### config.mk
export PLATFORM = sky130hd
export DESIGN_NAME = pwr_seq_ctrl
export DESIGN_NICKNAME = d
export VERILOG_FILES = /design/src/rtl/pwr_seq_ctrl.sv
export SDC_FILE = /design/constraint.sdc
export NUM_CORES = 1
export LEC_CHECK = 0
export ABC_AREA = 1
export BUFFER_PORTS_ARGS = -buffer_cell sky130_fd_sc_hd__buf_2
export CORE_MARGIN = 2
export CORE_UTILIZATION = 33
export DETAILED_ROUTE_END_ITERATION = 8
export GPL_TIMING_DRIVEN = 0
export SETUP_SLACK_MARGIN = 0.05
export SYNTH_ARGS = -nofsm -noshare
export SYNTH_HDL_FRONTEND = slang
export SYNTH_SLANG_ARGS = --single-unit
### constraint.sdc
create_clock -name clk -period 3 [get_ports clk]
set_clock_uncertainty 0.2 [all_clocks]
set_input_delay 0.6 -clock clk [delete_from_list [all_inputs] [get_ports clk]]
set_output_delay 0.6 -clock clk [all_outputs]
set_load 0.005 [all_outputs]
### src/rtl/pwr_seq_ctrl.sv
module pwr_seq_ctrl #(
  parameter int DGL_CYC = 320,
  parameter int STB_CYC = 256,
  parameter int TO_CYC  = 4096
) (
  input  logic              clk,
  input  logic              rst_n,
  input  logic              bor_ok,
  input  logic              aon_rdy,
  input  logic              ret_rdy,
  input  logic              lfrc_rdy,
  input  logic              rng_rdy,
  input  logic              buck_rdy,
  input  logic              rfldo_rdy,
  input  logic              core_rdy,
  input  logic              aio_rdy,
  input  logic              xo_rdy,
  input  logic              hfrc_rdy,
  input  logic              pll_rdy,
  input  logic              sleep_req,
  input  logic              rf_src_ldo,
  input  logic signed [7:0] txpwr_req,
  output logic              aon_en,
  output logic              ret_en,
  output logic              lfrc_en,
  output logic              rng_en,
  output logic              buck_en,
  output logic              rfldo_en,
  output logic              core_en,
  output logic              aio_en,
  output logic              sio_en,
  output logic              xo_en,
  output logic              hfrc_en,
  output logic              pll_en,
  output logic              por_n,
  output logic              aio_drop,
  output logic signed [7:0] txpwr_out,
  output logic              fault
);
  localparam int MAXC = (DGL_CYC > STB_CYC) ? ((DGL_CYC > TO_CYC) ? DGL_CYC : TO_CYC)
                                            : ((STB_CYC > TO_CYC) ? STB_CYC : TO_CYC);
  localparam int CW = $clog2(MAXC + 1) + 1;
  localparam logic [CW-1:0] CSAT = '1;
  localparam logic signed [7:0] PWR_MIN = -8'sd20;
  localparam logic signed [7:0] PWR_MAX_SW = 8'sd6;
  localparam logic signed [7:0] PWR_MAX_LDO = 8'sd15;

  typedef enum logic [3:0] {
    S_OFF, S_DGL, S_AONW, S_LFC, S_SUP, S_STB, S_MAIN, S_RUN, S_SLP
  } st_t;

  st_t st, nxt;
  logic [CW-1:0] cnt;
  logic is_wait, wait_ok, tmo;

  always_comb begin
    nxt = st;
    is_wait = 1'b0;
    wait_ok = 1'b0;
    case (st)
      S_OFF:  nxt = S_DGL;
      S_DGL:  if (cnt == CW'(DGL_CYC - 1)) nxt = S_AONW;
      S_AONW: begin is_wait = 1'b1; wait_ok = aon_rdy && ret_rdy; end
      S_LFC:  begin is_wait = 1'b1; wait_ok = lfrc_rdy && rng_rdy; end
      S_SUP:  begin is_wait = 1'b1; wait_ok = buck_rdy && rfldo_rdy; end
      S_STB:  if (cnt == CW'(STB_CYC - 1)) nxt = S_MAIN;
      S_MAIN: begin
        is_wait = 1'b1;
        wait_ok = core_rdy && aio_rdy && xo_rdy && hfrc_rdy && pll_rdy;
      end
      S_RUN:  if (sleep_req) nxt = S_SLP;
      S_SLP:  if (!sleep_req) nxt = S_RUN;
      default: nxt = S_OFF;
    endcase
    if (is_wait && wait_ok) nxt = st_t'(st + 4'd1);
  end

  assign tmo = is_wait && !wait_ok && (cnt == CW'(TO_CYC - 1));

  always_ff @(posedge clk or negedge rst_n) begin
    if (!rst_n) begin
      st <= S_OFF;
      cnt <= '0;
      fault <= 1'b0;
    end else begin
      if (!bor_ok) begin
        st <= S_OFF;
        cnt <= '0;
      end else begin
        if (tmo) fault <= 1'b1;
        if (nxt != st) begin
          st <= nxt;
          cnt <= '0;
        end else if (cnt != CSAT) begin
          cnt <= cnt + 1'b1;
        end
      end
    end
  end

  assign aon_en   = 1'b1;
  assign ret_en   = 1'b1;
  assign lfrc_en  = st >= S_LFC;
  assign rng_en   = st >= S_LFC;
  assign buck_en  = st >= S_SUP;
  assign rfldo_en = st >= S_SUP;
  assign core_en  = st >= S_MAIN;
  assign xo_en    = st >= S_MAIN;
  assign hfrc_en  = st >= S_MAIN;
  assign aio_en   = (st == S_MAIN) || (st == S_RUN);
  assign sio_en   = st == S_SLP;
  assign pll_en   = (st >= S_MAIN) && xo_rdy;
  assign por_n    = st >= S_RUN;
  assign aio_drop = st == S_RUN;

  logic signed [7:0] pwr_max;
  assign pwr_max   = rf_src_ldo ? PWR_MAX_LDO : PWR_MAX_SW;
  assign txpwr_out = (txpwr_req < PWR_MIN) ? PWR_MIN :
                     (txpwr_req > pwr_max) ? pwr_max : txpwr_req;

  p_lf_after_aon_r2: assert property (@(posedge clk) disable iff (!rst_n)
    $rose(lfrc_en) |-> $past(aon_rdy && ret_rdy));
  p_por_all_rdy_r6: assert property (@(posedge clk) disable iff (!rst_n)
    $rose(por_n) |-> $past(core_rdy && aio_rdy && xo_rdy && hfrc_rdy && pll_rdy));
  p_io_swap_r7: assert property (@(posedge clk) disable iff (!rst_n)
    !(sio_en && aio_en));
  p_tx_range_r8: assert property (@(posedge clk) disable iff (!rst_n)
    (txpwr_out >= PWR_MIN) && (txpwr_out <= (rf_src_ldo ? PWR_MAX_LDO : PWR_MAX_SW)));
  p_fault_sticky_r9: assert property (@(posedge clk) disable iff (!rst_n)
    fault |=> fault);
  p_bor_reset_r10: assert property (@(posedge clk) disable iff (!rst_n)
    !bor_ok |=> (!por_n && !lfrc_en && !buck_en && !core_en && !sio_en && aon_en && ret_en));
endmodule

==> results of run 1 <==
==> critical path, cell delays in order <==
cell and delay, ps:
sky130_fd_sc_hd__buf_2 110, sky130_fd_sc_hd__inv_1 40, sky130_fd_sc_hd__ha_1 280, sky130_fd_sc_hd__nand2_1 60, sky130_fd_sc_hd__nor2_1 40, sky130_fd_sc_hd__a21oi_1 110, sky130_fd_sc_hd__nand2_1 80, sky130_fd_sc_hd__nand3_1 150
sky130_fd_sc_hd__nand2_1 60, sky130_fd_sc_hd__a21oi_1 120, sky130_fd_sc_hd__buf_2 130
==> report_power, final <==
group          switching, uW  internal (uW)  total (uW)
logic                   61.5           43.7         105
registers               6.41            261         267
clock network           82.0           94.3         176
total                    150            399         549
==> cell usage after synthesis (all sizes together) <==
master	number
nand3	24
nand2	73
and3	1
buf	10
a21boi	1
mux2i	1
clkbuf	3
a21o	1
a31o	1
o21bai	1
or2	2
inv	33
nor2	30
nand3b	3
a31oi	1
nand4	4
dfrtp	19
xor2	6
nor3	17
a21oi	5
nor4	2
o21ai	12
conb	1
ha	7
==> kinds of logic (layout without fill, tap and decap cells) <==
family	after synthesis	in the layout
compound gates	22	22
xor+xnor	6	6
fa+ha+maj	7	7
buf+inv	46	94
flops	19	19
mux	1	1
other cells	1	2
simple gates	156	156
==> flip-flops by register name, indices dropped and copies added, names as in the netlist <==
name   flops
cnt       14
st         4
fault      1
==> routing by layer <==
metal | vias to the layer above | GRT usage (%) | wire length (um)
li1 | 916 | - | -
met1 | 762 | 18.5 | 1990
met2 | 30 | 22.1 | 1760
met3 | 4 | 2.07 | 162
met4 | 0 | 2.63 | 29
met5 | - | 0 | 0
==> final cells by class <==
class                   count  share of cell area, %
multi-input cells         194                   51.9
flip-flops and latches     19                   21.6
repair buffers             44                   10.0
inverters                  33                   5.75
plain buffers              13                   4.61
well taps                  72                   4.10
clock buffers               4                   2.05
==> metrics by stage <==
| step | worst slack, ps | cells | utilization [%] | power (uW) |
|---|---|---|---|---|
| after global placement | 427 | 375 | 39.6 | 376 |
| after floorplan | 707 | 259 | - | 335 |
| after global routing | 270 | 379 | 40.4 | 581 |
| after CTS | 420 | 379 | 40.4 | 556 |
| final | 425 | 379 | 40.4 | 549 |
| after detailed placement | 421 | 375 | 39.6 | 377 |
==> final timing paths <==
kind,endpoint,cells after the start,startpoint
worst max-delay path,txpwr_out[0],11,rf_src_ldo
worst min-delay path,cnt[5]$_DFFE_PN0P_,1,rst_n
worst max register to register,cnt[2]$_DFFE_PN0P_,13,st[1]$_DFFE_PN0P_
worst min register to register,fault$_DFFE_PN0P_,1,fault$_DFFE_PN0P_
max in group asynchronous,cnt[10]$_DFFE_PN0P_,1,rst_n
min in group clk,fault$_DFFE_PN0P_,1,fault$_DFFE_PN0P_
==> impl_summary.txt, run 1 <==
----------------------------------------------------
[Status]
  Status ... completed

[Global routing]
  Global route total overflow ... 0
  Antenna violations before repair ... 0
  Aggregate global-route resource usage ... a little over an eighth
  First-pass GRT wire length ... 6.91 mm
  Largest net degree at the start of global routing ... 20
  Via count of the first global-routing pass ... 1597

[Routing]
  Antenna viol nets, final ... 0
  First-pass DRT Iterations ... 4
  Overall via count from detail_route ... 1712
  Remaining design rule violation count ... 0
  Per-cell routed wire length ... 10.4 um
  Initial DRC Count ... 20
  Total Wirelength ... about 3.9 mm
  Vias per Instance ... 4.52

[Synth]
  Sequential cell area fraction in the yosys report ... 25.8%
  YS warnings ... 0
  Dominant combinational cell family by area after synthesis ... simple AND/OR/NAND/NOR gates
  Syn Area/Cell ... 7.13 sq um
  Count of cell types in the netlist ... 38
  Top post-synthesis cells by area ... sky130_fd_sc_hd__dfrtp_1 26%, sky130_fd_sc_hd__nand2_1 12%, sky130_fd_sc_hd__inv_1 5.7%
  Post-synthesis share of cell area spent on and, or, nand and nor gates ... a little under half
  Cells after synthesis ... ~260
  Synthesized-area fraction occupied by xor and xnor cells ... 2.86%
  Compound-cell area share of the yosys netlist ... 6.66%
  Share of the synthesized area in the top cell type ... 25.8%
  Summed instance area of the synthesized netlist ... approximately 1800 sq um
  Post-synthesis adder-cell area fraction ... approximately 4.8%
  Library cell with the largest summed area after synthesis ... sky130_fd_sc_hd__dfrtp_1
  Multiplexer share of the synthesized area ... 0.544%
  Flop and latch count out of synthesis ... 19

[Clock network]
  Setup Fix Bufs, Post-CTS ... 0
  Clock Root Buffer ... sky130_fd_sc_hd__clkbuf_8
  Hold buffers post-CTS ... 0
  Number of clock sinks seen by CTS ... 19
  Total number of H-tree levels ... 1
  CTS Buffer Depth ... 2
  Insertion delay to the later sink of the worst-skew pair ... 250 ps
  Number of buffers inserted during clock tree synthesis ... 3
  TritonCTS clock tree ... built
  Post_cts resized ... 0
  Clock-pin slew on the worst setup and hold paths ... 70 ps

[Cells and area]
  Syn-to-layout area delta ... 19.5%
  Fraction of final layout cells sized beyond drive strength 1 ... 32.2%
  Multi-input combinational cell area ... ~1100 sq um
  Commonest non-fill, non-tap cell in the layout ... sky130_fd_sc_hd__nand2_1
  Count of fill cells added during filler insertion ... approximately 560
  Number of diodes ... 0
  Post-route design area ... roughly 2200 sq um
  Register cell area after layout ... 475 sq um
  Highest-count cells in the layout ignoring fill and taps ... 61 x sky130_fd_sc_hd__nand2_1, 44 x sky130_fd_sc_hd__buf_2, 28 x sky130_fd_sc_hd__inv_1
  Number of nets in the final layout ... between 300 and 400

[Power]
  Worst ir drop on vdd ... ~0.26 mV
  Power per Cell Area ... 249 nW/um^2
  Leakage ... 0.00120 uW

[STA]
  Time the final worst path needs with I/O delays and setup ... roughly 2600 ps
  Aggregate negative setup slack ... 0 ps
  Minimum hold slack ... 75.8 ps
  Highest clock frequency the design can meet ... around 390 MHz
  Final Setup Violations ... 0
  Worst-Margin Slew ... just over 600 ps
  Setup repair after global routing missed its margin ... no
  Total count of max-transition violations in the final report ... 0
  Number of hold violations in the final report ... 0
  Normalized max-slew margin ... 59.4%
  Period Utilization, post-route ... 85.8%

[Worst hold path]
  Hold WC Path Type ... in -> async

[Worst setup path]
  Highest net fanout along the worst path ... 4
  Crit path launch type ... primary input
  Slack of the worst reg-to-reg path ... 530 ps
  WP data required ... between 2000 and 2500 ps
  Data arrival at the endpoint of the critical path ... 1780 ps
  Classification of the worst setup path ... in -> out
  Element type at the critical path end ... primary output

[Floorplan]
  Initial cell density of the core ... 33.8%
  Die area ... 6190 sq um
  Number of placed I/O pins ... 47
  Chip width ... 78.7 um
  Number of rows in the core area ... 27
  Vertical extent of the die ... roughly 79 um
  CORE AREA ... 5440 sq um

[Placement]
  Final weighted congestion of routability-driven global placement ... around 0.8
  Placed instance area ... roughly 2200 sq um
  HPWL reported at the end of detailed placement ... 3.14 mm
  Number of port buffers ... 44

[Job]
  Max-cap check violation count ... 0

----------------------------------------------------
(Power assumes the default switching activity.)
==> run 2, diff against run 1 <==
BUFFER_PORTS_ARGS = unset   (was -buffer_cell sky130_fd_sc_hd__buf_2)
DONT_BUFFER_PORTS = 1   (was unset)
==> impl_summary.txt, run 2 (same netlist as run 1, synthesis figures left out) <==
----------------------------------------------------
[Status]
  Status ... completed

[Routing]
  First-pass DRT Iterations ... 4 (unchanged)
  Remaining design rule violation count ... 0 (unchanged)
  Total Wirelength ... 3.72 mm (-5.7%)
  Antenna viol nets, final ... 0 (unchanged)
  Per-cell routed wire length ... 11.1 um (+6.4%)
  Overall via count from detail_route ... 1570 (-8.3%)
  Initial DRC Count ... 27 (+35%)
  Vias per Instance ... 4.67 (+3.4%)

[Worst setup path]
  Data arrival at the endpoint of the critical path ... 2430 ps (+650 ps)
  Classification of the worst setup path ... reg -> reg
  Worst stage delay on the critical path ... 470 ps (+190 ps)
  Crit path launch type ... register
  Element type at the critical path end ... register
  WP data required ... 2980 ps (+780 ps)
  Most common cell on crit path ... sky130_fd_sc_hd__nand2_1
  Slowest stage cell, crit path ... sky130_fd_sc_hd__dfrtp_1
  Highest net fanout along the worst path ... 10 (+6)
  Cell breakdown of the critical path ... inv_1 > ha_1 > nand2_4 > nor2_4 > nand2_2 > a21oi_1 > nor2_1 > nand2_1 > nand2_1 > nand2_1 > nand3_4 > buf_6 > nor3_2
  Crit path buf inv count ... 2 (-1)
  Largest delay contributor family on the critical path ... simple AND/OR/NAND/NOR gates

[Clock network]
  Number of buffers inserted during clock tree synthesis ... 3 (unchanged)
  TritonCTS clock tree ... built
  Post_cts resized ... 0 (unchanged)
  Total number of H-tree levels ... 1 (unchanged)
  Clock Root Buffer ... sky130_fd_sc_hd__clkbuf_8
  Number of clock sinks seen by CTS ... 19 (unchanged)
  Clock-pin slew on the worst setup and hold paths ... 80 ps (about the same)
  Insertion delay to the later sink of the worst-skew pair ... 260 ps (about the same)
  CTS Buffer Depth ... 2 (unchanged)
  Setup Fix Bufs, Post-CTS ... 0 (unchanged)

[Cells and area]
  Top flop regs ... cnt: 14 flops, st: 4 flops, fault: 1 flops
  Syn-to-layout area delta ... 8.16%
  Largest Register ... cnt
  Number of nets in the final layout ... 296 (-13%)
  Count of fill cells added during filler insertion ... 568 (+1.1%)
  Final Util ... 36.6% (-3.8 points)
  Post-route design area ... 1990 sq um (-9.5%)
  Highest-count cells in the layout ignoring fill and taps ... 61 x sky130_fd_sc_hd__nand2_1, 28 x sky130_fd_sc_hd__inv_1, 22 x sky130_fd_sc_hd__nor2_1
  Commonest non-fill, non-tap cell in the layout ... sky130_fd_sc_hd__nand2_1
  Flip-flop count of the largest register, all copies and words added ... 14 (unchanged)
  Number of diodes ... 0 (unchanged)
  Fraction of final layout cells sized beyond drive strength 1 ... 21.2% (-11 points)

[STA]
  Normalized max-slew margin ... 43.1% (-16 points)
  Final Setup Violations ... 0 (unchanged)
  Setup repair after global routing missed its margin ... no
  Total count of max-transition violations in the final report ... 0 (unchanged)
  Minimum hold slack ... 300 ps (+224 ps)
  Aggregate negative setup slack ... 0 ps (unchanged)
  Worst-Margin Slew ... 851 ps (+247 ps)
  Time the final worst path needs with I/O delays and setup ... 2450 ps (-128 ps)
  Highest clock frequency the design can meet ... 409 MHz (+5.2%)
  Number of hold violations in the final report ... 0 (unchanged)
  Period Utilization, post-route ... 81.6% (-4.3 points)

[Global routing]
  Largest net degree at the start of global routing ... 20 (unchanged)
  Global route total overflow ... 0 (unchanged)
  Antenna violations before repair ... 0 (unchanged)
  Via count of the first global-routing pass ... 1403 (-12%)
  Aggregate global-route resource usage ... 12.1% (-1.3 points)
  First-pass GRT wire length ... 6.15 mm (-11%)

[Floorplan]
  Number of rows in the core area ... 27 (unchanged)
  Initial cell density of the core ... 33.8% (unchanged)
  Die area ... 6190 sq um (unchanged)
  Number of placed I/O pins ... 47 (unchanged)
  Vertical extent of the die ... 78.7 um (unchanged)
  CORE AREA ... 5440 sq um (unchanged)
  Chip width ... 78.7 um (unchanged)

[Worst hold path]
  Hold WC Path Type ... in -> reg

[Power]
  Worst ir drop on vdd ... 0.164 mV (-36%)
  Power per Cell Area ... 267 nW/um^2 (+7.0%)
  Leakage ... 0.00102 uW (-16%)

[Job]
  Max-cap check violation count ... 0 (unchanged)

[Placement]
  Number of port buffers ... 0 (-100%)
  Final weighted congestion of routability-driven global placement ... 0.819 (+2.1%)
  Placed instance area ... 1930 sq um (-10%)
  HPWL reported at the end of detailed placement ... 2.98 mm (-5.0%)

----------------------------------------------------
[run 2: final timing paths]
check,from,endpoint,slack [ps],cells past startpoint
min in group asynchronous,rst_n,cnt[3]$_DFFE_PN0P_,690,1
hold / removal,bor_ok,st[0]$_DFFE_PN0P_,300,1
setup reg to reg,st[1]$_DFFE_PN0P_,cnt[2]$_DFFE_PN0P_,550,13
hold reg to reg,fault$_DFFE_PN0P_,fault$_DFFE_PN0P_,310,1
max in group asynchronous,rst_n,st[1]$_DFFE_PN0P_,1380,1
setup / recovery,st[1]$_DFFE_PN0P_,cnt[2]$_DFFE_PN0P_,550,13
[run 2: layout make-up]
class	instances	area, sq um	share of cell area, %
plain buffers	13	101	5.09
clock buffers	3	41.3	2.07
clock inverters	1	5.00	0.251
inverters	33	126	6.35
multi-input cells	194	1140	57.3
flip-flops and latches	19	475	23.9
well taps	72	90.1	4.53
repair buffers	1	10.0	0.503
[run 2: metal layers]
layer | GRT usage, % | routed length, um | vias up
met1 | 16.4 | 1810 | 699
met3 | 1.15 | 125 | 2
met4 | 3.68 | 16 | 0
met5 | 0 | 0 | -
met2 | 20.3 | 1770 | 32
li1 | - | - | 837
[run 2: what timing repair did]
action,in CTS,in global routing
hold buffers,1,0
endpoints found under the hold margin,19,0
setup endpoints to repair,0,0
[run 2: power by group]
part / internal, uW / switching, uW / total (uW)
logic: 30.4 / 51.2 / 81.6
registers: 261 / 6.38 / 267
clock network: 92.4 / 90.2 / 183
[run 2: metrics by stage]
stage	std cells	setup WS (ps)	power (uW)
floorplan	259	707	335
global placement	331	582	348
detailed placement	331	572	349
CTS	336	548	538
global route	336	340	558
finish	336	553	531
==> run 3, diff against run 2 <==
clock period = 2.1 ns   (was 3 ns; I/O delays follow)
==> impl_summary.txt, run 3 (same netlist as run 1, synthesis figures left out) <==
----------------------------------------------------
[Routing]
  Total Wirelength ... 4.12 mm (+11%)
  Initial DRC Count ... 120 (+340%)
  Remaining design rule violation count ... 0 (unchanged)
  Vias per Instance ... 4.71 (+0.70%)
  Overall via count from detail_route ... 1628 (+3.7%)
  Per-cell routed wire length ... 11.9 um (+7.4%)
  Antenna viol nets, final ... 0 (unchanged)
  First-pass DRT Iterations ... 4 (unchanged)

[Worst setup path]
  Slowest stage cell, crit path ... sky130_fd_sc_hd__dfrtp_2
  WP data required ... 2090 ps (-890 ps)
  Largest delay contributor family on the critical path ... simple AND/OR/NAND/NOR gates
  Most common cell on crit path ... sky130_fd_sc_hd__nand2_2
  Element type at the critical path end ... register
  Classification of the worst setup path ... reg -> reg
  Crit path launch type ... register
  Cell breakdown of the critical path ... inv_4 > ha_4 > nand2_4 > nor2_4 > nand2_2 > nand2_2 > inv_2 > nand2_2 > nand2_2 > nand3_2 > nand2_2 > nor2_4 > nand3_4 > buf_12 > nor3_4
  Worst stage delay on the critical path ... 480 ps (about the same)
  Highest net fanout along the worst path ... 10 (unchanged)
  Crit path buf inv count ... 3 (+1)
  Data arrival at the endpoint of the critical path ... 2210 ps (-220 ps)

[Floorplan]
  CORE AREA ... 5440 sq um (unchanged)
  Chip width ... 78.7 um (unchanged)
  Number of placed I/O pins ... 47 (unchanged)
  Number of rows in the core area ... 27 (unchanged)
  Initial cell density of the core ... 33.8% (unchanged)
  Vertical extent of the die ... 78.7 um (unchanged)
  Die area ... 6190 sq um (unchanged)

[Global routing]
  Global routing met3 resource utilization ... 0.690% (-0.46 points)
  Largest net degree at the start of global routing ... 20 (unchanged)
  Global route total overflow ... 0 (unchanged)
  Global routing met2 resource utilization ... 23.2% (+2.9 points)
  Aggregate global-route resource usage ... 13.8% (+1.7 points)
  Layer with the highest usage ... met2
  Grt met1 use ... 19.4% (+3.1 points)
  Via count of the first global-routing pass ... 1569 (+12%)
  Antenna violations before repair ... 0 (unchanged)
  First-pass GRT wire length ... 7.04 mm (+14%)

[Cells and area]
  Syn-to-layout area delta ... 19.2%
  Number of diodes ... 0 (unchanged)
  Top flop regs ... cnt: 14 flops, st: 4 flops, fault: 1 flops
  Flip-flop count of the largest register, all copies and words added ... 14 (unchanged)
  Post-route insts no fill ... 346 (+3.0%)
  Highest-count cells in the layout ignoring fill and taps ... 56 x sky130_fd_sc_hd__nand2_1, 25 x sky130_fd_sc_hd__inv_1, 20 x sky130_fd_sc_hd__nor2_1
  Final Util ... 40.3% (+3.7 points)
  Commonest non-fill, non-tap cell in the layout ... sky130_fd_sc_hd__nand2_1
  Largest Register ... cnt
  Fraction of final layout cells sized beyond drive strength 1 ... 32.1% (+11 points)
  Number of nets in the final layout ... 306 (+3.4%)

[Job]
  Max-cap check violation count ... 0 (unchanged)

[Clock network]
  Number of clock sinks seen by CTS ... 19 (unchanged)
  TritonCTS clock tree ... built
  CTS Buffer Depth ... 2 (unchanged)
  Clock-pin slew on the worst setup and hold paths ... 80 ps (about the same)
  Insertion delay to the later sink of the worst-skew pair ... 260 ps (about the same)
  Clock Root Buffer ... sky130_fd_sc_hd__clkbuf_8
  Number of buffers inserted during clock tree synthesis ... 3 (unchanged)
  Total number of H-tree levels ... 1 (unchanged)

[Power]
  Gate power share ... 19.8% (+4.4 points)
  Net switching power ... 228 uW (+55%)
  Power per Cell Area ... 368 nW/um^2 (+38%)
  Int Pwr ... 579 uW (+51%)
  Leakage ... 0.00107 uW (+5.7%)
  Worst ir drop on vdd ... 0.192 mV (+17%)
  Sequential fraction of design power ... 47.6% (-2.7 points)
  Post-route total power ... 807 uW (+52%)
  Net switching fraction of the power ... 28.3% (+0.48 points)
  Clock network power share ... 32.6% (-1.8 points)

[STA]
  Total count of max-transition violations in the final report ... 0 (unchanged)
  Highest clock frequency the design can meet ... 449 MHz (+10%)
  Minimum hold slack ... 133 ps (-167 ps)
  Number of hold violations in the final report ... 0 (unchanged)
  Fin worst setup slack ... -125 ps (-678 ps)
  Worst-Margin Slew ... 872 ps (+21.6 ps)
  Normalized max-slew margin ... 41.7% (-1.4 points)
  Final Setup Violations ... 12 (+12)
  Setup repair after global routing missed its margin ... yes
  Time the final worst path needs with I/O delays and setup ... 2230 ps (-222 ps)
  Period Utilization, post-route ... 106% (+24 points)

[Worst hold path]
  Hold WC Path Type ... in -> reg

[Status]
  Violated checks ... setup timing
  Status ... finished, violations left

[Placement]
  HPWL reported at the end of detailed placement ... 3.04 mm (+1.9%)
  Number of port buffers ... 0 (unchanged)
  Final weighted congestion of routability-driven global placement ... 0.805 (-1.8%)
  Worst slack at placement ... -252 ps (-824 ps)
  Cells after DPL ... 331 (unchanged)

----------------------------------------------------
## run 3: cell count changes in the layout (fill, tap and decap cells not counted), sizes merged
cell	delta
buf	+9
nor2	+1
## run 3: area by class of cell
cell class	count	area (sq um)
well taps	72	90.1
inverters	33	131
flip-flops and latches	19	478
repair buffers	10	77.6
multi-input cells	195	1260
plain buffers	13	114
clock inverters	1	5.00
fillers	549	3250
clock buffers	3	41.3
## run 3: path summary, 6_finish.rpt
| path | slack, ps | from | cells past startpoint | endpoint |
|---|---|---|---|---|
| max | -130 | st[0]$_DFFE_PN0P_ | 15 | cnt[9]$_DFFE_PN0P_ |
| min | 130 | bor_ok | 1 | st[0]$_DFFE_PN0P_ |
| max reg2reg | -130 | st[0]$_DFFE_PN0P_ | 15 | cnt[9]$_DFFE_PN0P_ |
| min reg2reg | 340 | fault$_DFFE_PN0P_ | 1 | fault$_DFFE_PN0P_ |
| max in group asynchronous | 590 | rst_n | 1 | st[0]$_DFFE_PN0P_ |
| min in group asynchronous | 520 | rst_n | 1 | cnt[2]$_DFFE_PN0P_ |
## run 3: timing repair
action                                  CTS  global route
hold endpoints to repair                 19             0
setup buffers                             5             4
resized for setup                        15            14
gates cloned                              1             0
endpoints found under the setup margin   15            19
hold buffers                              1             0
pin swaps                                 1            13
## run 3: through the flow
| step | cell area (sq um) | setup TNS (ps) |
|---|---|---|
| after CTS | 2100 | -1160 |
| final | 2190 | -1270 |
| after global routing | 2190 | -3270 |
| after detailed placement | 1950 | -2990 |
| after global placement | 1950 | -2590 |
| after floorplan | 1860 | 0 |
## run 3: metal layers
layer	wire, um	share of wire (%)	up-vias
li1	-	-	852
met1	1920	47	738
met2	2030	49	34
met3	131	3.2	4
met4	30	0.73	0
met5	0	0	-
## run 3: power groups by stage
stage | sequential (uW) | combinational, uW | clock [uW]
after floorplan | 386 | 99.4 | 0
after global placement | 389 | 115 | 0
after detailed placement | 389 | 118 | 0
after CTS | 383 | 139 | 268
after global routing | 384 | 178 | 286
final | 384 | 160 | 263
